--- config.mk ---
export PLATFORM = sky130hd
export DESIGN_NAME = idata_ram_router
export DESIGN_NICKNAME = d
export VERILOG_FILES = /design/src/rtl/idr_pkg.sv /design/src/rtl/idr_decode.sv /design/src/rtl/idr_store.sv /design/src/rtl/idr_bit_merge.sv /design/src/rtl/idata_ram_router.sv
export SDC_FILE = /design/constraint.sdc
export NUM_CORES = 2
export LEC_CHECK = 0
export BUFFER_PORTS_ARGS = -buffer_cell sky130_fd_sc_hd__buf_2
export CORE_ASPECT_RATIO = 1.25
export CORE_MARGIN = 2
export CORE_UTILIZATION = 50
export DETAILED_ROUTE_END_ITERATION = 10
export PLACE_DENSITY = 0.71
export SLEW_MARGIN = 20
export SYNTH_ARGS = -nofsm -noshare
export SYNTH_HDL_FRONTEND = slang
export SYNTH_SLANG_ARGS = --single-unit
--- constraint.sdc ---
create_clock -name clk -period 10.8 [get_ports clk]
set_input_delay 1.08 -clock clk [delete_from_list [all_inputs] [get_ports clk]]
set_output_delay 1.08 -clock clk [all_outputs]
set_load 0.01 [all_outputs]
--- src/rtl/idr_pkg.sv ---
package idr_pkg;
  localparam int IDR_AW     = 8;
  localparam int IDR_DW     = 8;
  localparam int IDR_REG_W  = 3;
  localparam int IDR_BANK_W = 2;
  localparam int IDR_BIDX_W = $clog2(IDR_DW);
  localparam int IDR_HALF   = 1 << (IDR_AW - 1);
  localparam logic [IDR_AW-1:0] IDR_BIT_BASE = 8'h20;

  typedef enum logic [1:0] {
    RT_LOWER = 2'd0,
    RT_UPPER = 2'd1,
    RT_SFR   = 2'd2
  } route_e;

  // register operand -> byte address: bank*8 + n
  function automatic logic [IDR_AW-1:0] reg_slot_addr(
      input logic [IDR_BANK_W-1:0] bank, input logic [IDR_REG_W-1:0] n);
    logic [IDR_AW-1:0] r;
    r = '0;
    r[IDR_REG_W +: IDR_BANK_W] = bank;
    r[IDR_REG_W-1:0] = n;
    return r;
  endfunction

  // RAM bit address -> containing byte
  function automatic logic [IDR_AW-1:0] bit_home_byte(input logic [IDR_AW-1:0] b);
    return IDR_BIT_BASE + IDR_AW'(b[IDR_AW-2:IDR_BIDX_W]);
  endfunction

  // SFR bit address -> byte on an 8-aligned boundary
  function automatic logic [IDR_AW-1:0] sfr_bit_byte(input logic [IDR_AW-1:0] b);
    logic [IDR_AW-1:0] r;
    r = b;
    r[IDR_BIDX_W-1:0] = '0;
    return r;
  endfunction

  function automatic logic [IDR_DW-1:0] put_bit(
      input logic [IDR_DW-1:0] byte_in, input logic [IDR_BIDX_W-1:0] idx, input logic v);
    logic [IDR_DW-1:0] r;
    r = byte_in;
    r[idx] = v;
    return r;
  endfunction
endpackage

--- src/rtl/idr_decode.sv ---
module idr_decode
  import idr_pkg::*;
(
  input  logic [IDR_AW-1:0]     addr,
  input  logic                  indirect,
  input  logic                  bit_mode,
  input  logic [IDR_AW-1:0]     bit_addr,
  input  logic                  reg_mode,
  input  logic [IDR_REG_W-1:0]  reg_num,
  input  logic [IDR_BANK_W-1:0] bank_sel,
  output logic [IDR_AW-1:0]     eff_addr,
  output route_e                route,
  output logic [IDR_BIDX_W-1:0] bit_idx,
  output logic                  bit_in_ram
);
  logic bit_is_sfr;
  assign bit_is_sfr = bit_addr[IDR_AW-1];
  assign bit_idx    = bit_addr[IDR_BIDX_W-1:0];

  always_comb begin
    eff_addr   = addr;
    route      = RT_LOWER;
    bit_in_ram = 1'b0;
    if (reg_mode) begin
      eff_addr = reg_slot_addr(bank_sel, reg_num);
      route    = RT_LOWER;
    end else if (bit_mode) begin
      if (bit_is_sfr) begin
        eff_addr = sfr_bit_byte(bit_addr);
        route    = RT_SFR;
      end else begin
        eff_addr   = bit_home_byte(bit_addr);
        route      = RT_LOWER;
        bit_in_ram = 1'b1;
      end
    end else if (addr[IDR_AW-1]) begin
      route = indirect ? RT_UPPER : RT_SFR;
    end
  end
endmodule

--- src/rtl/idr_store.sv ---
module idr_store #(
  parameter int DEPTH  = 128,
  parameter int DATA_W = 8,
  localparam int AW    = $clog2(DEPTH)
) (
  input  logic              clk,
  input  logic              rst_n,
  input  logic              we,
  input  logic [AW-1:0]     idx,
  input  logic [DATA_W-1:0] wbyte,
  output logic [DATA_W-1:0] rbyte
);
  logic [DATA_W-1:0] cells [DEPTH];

  assign rbyte = cells[idx];

  always_ff @(posedge clk or negedge rst_n) begin
    if (!rst_n) begin
      for (int i = 0; i < DEPTH; i++) cells[i] <= '0;
    end else if (we) begin
      cells[idx] <= wbyte;
    end
  end
endmodule

--- src/rtl/idr_bit_merge.sv ---
module idr_bit_merge
  import idr_pkg::*;
(
  input  logic [IDR_DW-1:0]     old_byte,
  input  logic [IDR_DW-1:0]     wdata,
  input  logic                  bit_in_ram,
  input  logic [IDR_BIDX_W-1:0] bit_idx,
  input  logic                  bit_wdata,
  output logic [IDR_DW-1:0]     new_byte,
  output logic                  bit_out
);
  assign new_byte = bit_in_ram ? put_bit(old_byte, bit_idx, bit_wdata) : wdata;
  assign bit_out  = bit_in_ram & old_byte[bit_idx];
endmodule

--- src/rtl/idata_ram_router.sv ---
module idata_ram_router
  import idr_pkg::*;
(
  input  logic                  clk,
  input  logic                  rst_n,
  input  logic [IDR_AW-1:0]     addr,
  input  logic                  indirect,
  input  logic                  bit_mode,
  input  logic [IDR_AW-1:0]     bit_addr,
  input  logic                  bit_wdata,
  input  logic                  reg_mode,
  input  logic [IDR_REG_W-1:0]  reg_num,
  input  logic [IDR_BANK_W-1:0] bank_sel,
  input  logic                  wr_en,
  input  logic [IDR_DW-1:0]     wdata,
  output logic [IDR_DW-1:0]     rdata,
  output logic                  bit_rdata,
  output logic                  sfr_sel,
  output logic [IDR_AW-1:0]     sfr_addr
);
  localparam int NSTORE = 2;
  localparam int IW     = $clog2(IDR_HALF);

  logic [IDR_AW-1:0]     eff_addr;
  route_e                route;
  logic [IDR_BIDX_W-1:0] bit_idx;
  logic                  bit_in_ram;
  logic [IDR_DW-1:0]     store_q [NSTORE];
  logic [NSTORE-1:0]     store_we;
  logic [IDR_DW-1:0]     cur_byte;
  logic [IDR_DW-1:0]     new_byte;
  logic                  bit_out;

  idr_decode u_dec (
    .addr(addr), .indirect(indirect), .bit_mode(bit_mode), .bit_addr(bit_addr),
    .reg_mode(reg_mode), .reg_num(reg_num), .bank_sel(bank_sel),
    .eff_addr(eff_addr), .route(route), .bit_idx(bit_idx), .bit_in_ram(bit_in_ram)
  );

  // store 0 = lower RAM, store 1 = indirect-only upper RAM
  for (genvar g = 0; g < NSTORE; g++) begin : g_store
    localparam route_e MY_RT = (g == 0) ? RT_LOWER : RT_UPPER;
    assign store_we[g] = wr_en && (route == MY_RT);
    idr_store #(.DEPTH(IDR_HALF), .DATA_W(IDR_DW)) u_mem (
      .clk(clk), .rst_n(rst_n), .we(store_we[g]),
      .idx(eff_addr[IW-1:0]), .wbyte(new_byte), .rbyte(store_q[g])
    );
  end

  always_comb begin
    case (route)
      RT_LOWER: cur_byte = store_q[0];
      RT_UPPER: cur_byte = store_q[1];
      default:  cur_byte = '0;
    endcase
  end

  idr_bit_merge u_merge (
    .old_byte(cur_byte), .wdata(wdata), .bit_in_ram(bit_in_ram),
    .bit_idx(bit_idx), .bit_wdata(bit_wdata), .new_byte(new_byte), .bit_out(bit_out)
  );

  assign rdata     = cur_byte;
  assign bit_rdata = bit_out;
  assign sfr_sel   = (route == RT_SFR);
  assign sfr_addr  = sfr_sel ? eff_addr : '0;
endmodule

==> impl_metrics.csv <==
group,metric,value,unit
die,rows,175,
setup_path,critPathLaunchType,"input port",
yosys,yosysTopAreaCellShare,56.1,%
grt,grt_max_degree,190,
pwr,max-vdd-ir-drop,0.196,mV
final_layout,layoutNonFillerInstCount,11700,
setup_path,worstRegToRegCells,9,
yosys,synth-warning-count,0,
placed_design,place.gp.congestion,1.01,
final_layout,multiInputGateArea,36500,um^2
clock_network,cts_resized,0,
sta,finalSetupViolations,0,
yosys,seq_area_frac_synth,56.1,%
route,wl_per_cell,29.9,um
die,die_y,482,um
yosys,syn-num-nets,9630,
final_layout,seq_area,51200,um^2
setup_path,cp.required,9.72,ns
clock_network,htreeDepth,4,
yosys,synth-edff-count,0,
die,die_x,386,um
final_layout,largest-register,"g_store.u_mem.cells",
grt,grt_overflow,0,
yosys,synth_largest_area_cell,"dfrtp_1",
setup_path,crit_top_cell,"buf_2",
die,pin_count,54,
yosys,synthTopCellsByArea,"dfrtp_1 56%, o21ai_0 11%, nand2_1 11%",
final_layout,area_growth,8.76,%
setup_path,critPathSlowestCell,"nor4_2",
clock_network,cts_buffers,194,
sta,fin_crit,8.48,ns
placed_design,hpwl,220,mm
grt,grtUsageTotal,37.8,%
die,coreArea,182000,um^2
final_layout,final_nets,9210,
route,dr.first_iter.drc_count,10200,
grt,top_usage_layer,"met2",
placed_design,port_buffers,53,
route,drtAntennaViolNets,0,
yosys,yosysMostFrequentCell,"nand2_1",
setup_path,arrival,7.40,ns
grt,grt_pass1_vias,74500,
sta,max_freq,118,MHz
yosys,postSynthCellCount,9594,
route,firstDrtPassIters,7,
pwr,powerDensity,177,nW/um^2
sta,period_share,78.5,%
grt,met1_usage,47.7,%
setup_path,crit_path_end_kind,"primary output",
yosys,synth.distinct_cells,96,
setup_path,crit_fanout,78,
route,via_count,78000,
sta,setup-tns-final,0,ns
job,cap_violations,0,
setup_path,crit_type,"input port to primary output",
yosys,yosys-top-cells-count,"2580 x nand2_1, 2048 x dfrtp_1, 2044 x o21ai_0, 563 x clkbuf_1, 234 x o22ai_1",
outcome,outcome,"finished, final reports clean",
setup_path,r2r_end,"g_store[0].u_mem.cells[648]",
route,viasPerCell,6.64,
sta,rsz0062_at_grt,"no",
clock_network,cts_buffer_depth,3,
setup_path,slowest_delay,0.94,ns
grt,antenna_found_initial,28,
clock_network,insertion_delay,0.90,ns
sta,relSlewSlack,12.4,%
setup_path,r2r_slack,6.50,ns
grt,grt_pass1_wl,515,mm
sta,worst_hold_slack,0.236,ns
final_layout,fill_cells,15900,
sta,tightest_slew,1.30,ns
placed_design,dp_cells,11400,
clock_network,cts.clk_slew.worst_paths,0.06,ns
die,start_util,50.2,%
min_path,hold_path_class,"input port to asynchronous set/reset pin",
route,routed_wl,351,mm
grt,grtUsageMet3,13.4,%
yosys,avgSynthCellArea,9.52,um^2
sta,drv_slew,0,
die,fp.dieArea,186000,um^2
grt,met2_usage,53.3,%
sta,skew,0.0777,ns
yosys,synth_top_flop_cell,"dfrtp_1",
clock_network,post_cts_buffers,0,
yosys,syn_area,91300,um^2
clock_network,clkSinkCount,2048,
pwr,p_leak,0.0430,uW
setup_path,crit_chain,"buf_2, nand2b_1, o31ai_4, buf_12, buf_4, nor3_1, o32ai_1, a21oi_1, nor4_2, o2111a_1, a32o_1, o22ai_1, o31ai_1, o311a_1, buf_2",
final_layout,largestRegisters,"g_store.u_mem.cells x2048",
final_layout,largest_register_ffs,2048,
yosys,synthArstFlopShare,100,%
final_layout,drive_gt1_share,9.87,%
route,drc,0,
sta,hold_violations,0,
clock_network,cts_tree,"yes",
setup_path,startpoint,"reg_mode",
setup_path,r2r-start,"g_store[1].u_mem.cells[592]",
clock_network,cts_hold_buffers,0,
clock_network,ctsRootBufferMaster,"clkbuf_16",
final_layout,utilization,54.6,%
yosys,synth_seq_cells,2048,
[power by group]
| part | switching, uW | internal (uW) | total (uW) |
|---|---|---|---|
| sequential | 201 | 8020 | 8230 |
| combinational | 1710 | 593 | 2300 |
| clock | 3110 | 3920 | 7040 |
| total | 5020 | 12500 | 17600 |
[worst max-delay path by stage]
| stage | slack (ns) | to | cells after the start |
|---|---|---|---|
| 6_report | 2.32 | bit_rdata | 15 |
| 5_1_grt | 2.37 | bit_rdata | 14 |
| 4_1_cts | 2.74 | bit_rdata | 14 |
| 3_5_place_dp | 2.77 | bit_rdata | 14 |
| 3_3_place_gp | 2.77 | bit_rdata | 14 |
| 2_1_floorplan | 5.60 | bit_rdata | 15 |
[stage by stage]
| step | area (um^2) | total power, uW | worst slack (ns) |
|---|---|---|---|
| 6_report | 99300 | 17600 | 2.32 |
| 5_1_grt | 99300 | 18000 | 2.37 |
| 4_1_cts | 99100 | 17400 | 2.74 |
| 3_5_place_dp | 92600 | 10500 | 2.77 |
| 3_3_place_gp | 92600 | 10500 | 2.77 |
| 2_1_floorplan | 91300 | 9510 | 5.60 |
[placed cells by master, fill, tap and decap left out, drive strengths merged, types with 31 or more instances in the layout]
cell type / netlist / final
mux2: 153 / 153
buf: 286 / 232
dfrtp: 2048 / 2048
nand2: 2584 / 2584
clkbuf: 563 / 311
a221oi: 31 / 31
o31ai: 70 / 70
o211ai: 36 / 36
a31oi: 46 / 46
a22oi: 38 / 38
a21oi: 263 / 263
o221ai: 138 / 138
o21ai: 2045 / 2045
o22ai: 235 / 235
nand3: 82 / 82
mux2i: 81 / 81
nor2: 188 / 188
mux4: 95 / 95
nor4: 36 / 36
nor3: 136 / 136
[kinds of logic after synthesis]
kind of cell / Yosys count / synth area share (%)
flip-flops: 2048 / 56.1
AO/OA/AOI/OAI: 3206 / 20.6
AND/OR/NAND/NOR: 3143 / 13.8
buffers and inverters: 868 / 4.39
multiplexers: 329 / 5.12
[worst max-delay path, delay by kind of cell]
kind | cells | cell delay (ns)
AO/OA/AOI/OAI | 8 | 2.30
AND/OR/NAND/NOR | 3 | 1.76
buffers and inverters | 4 | 2.08
[metal layers]
| metal | routed length (um) | vias up | share of wire, % |
|---|---|---|---|
| met2 | 147000 | 5434 | 42 |
| li1 | - | 32900 | - |
| met3 | 45100 | 1589 | 13 |
| met1 | 126000 | 38100 | 36 |
| met5 | 277 | - | 0.079 |
| met4 | 33100 | 32 | 9.4 |
[cell type report]
cell class	count	area share [%]
timing repair buffer	233	1.97
clock buffer	310	5.92
tap	2389	3.01
sequential	2048	51.6
multi-input combinational	6678	36.8
antenna	19	0.0479
inverter	19	0.0718
clock inverter	44	0.593
Note: power is estimated with default switching activity, not from simulation.
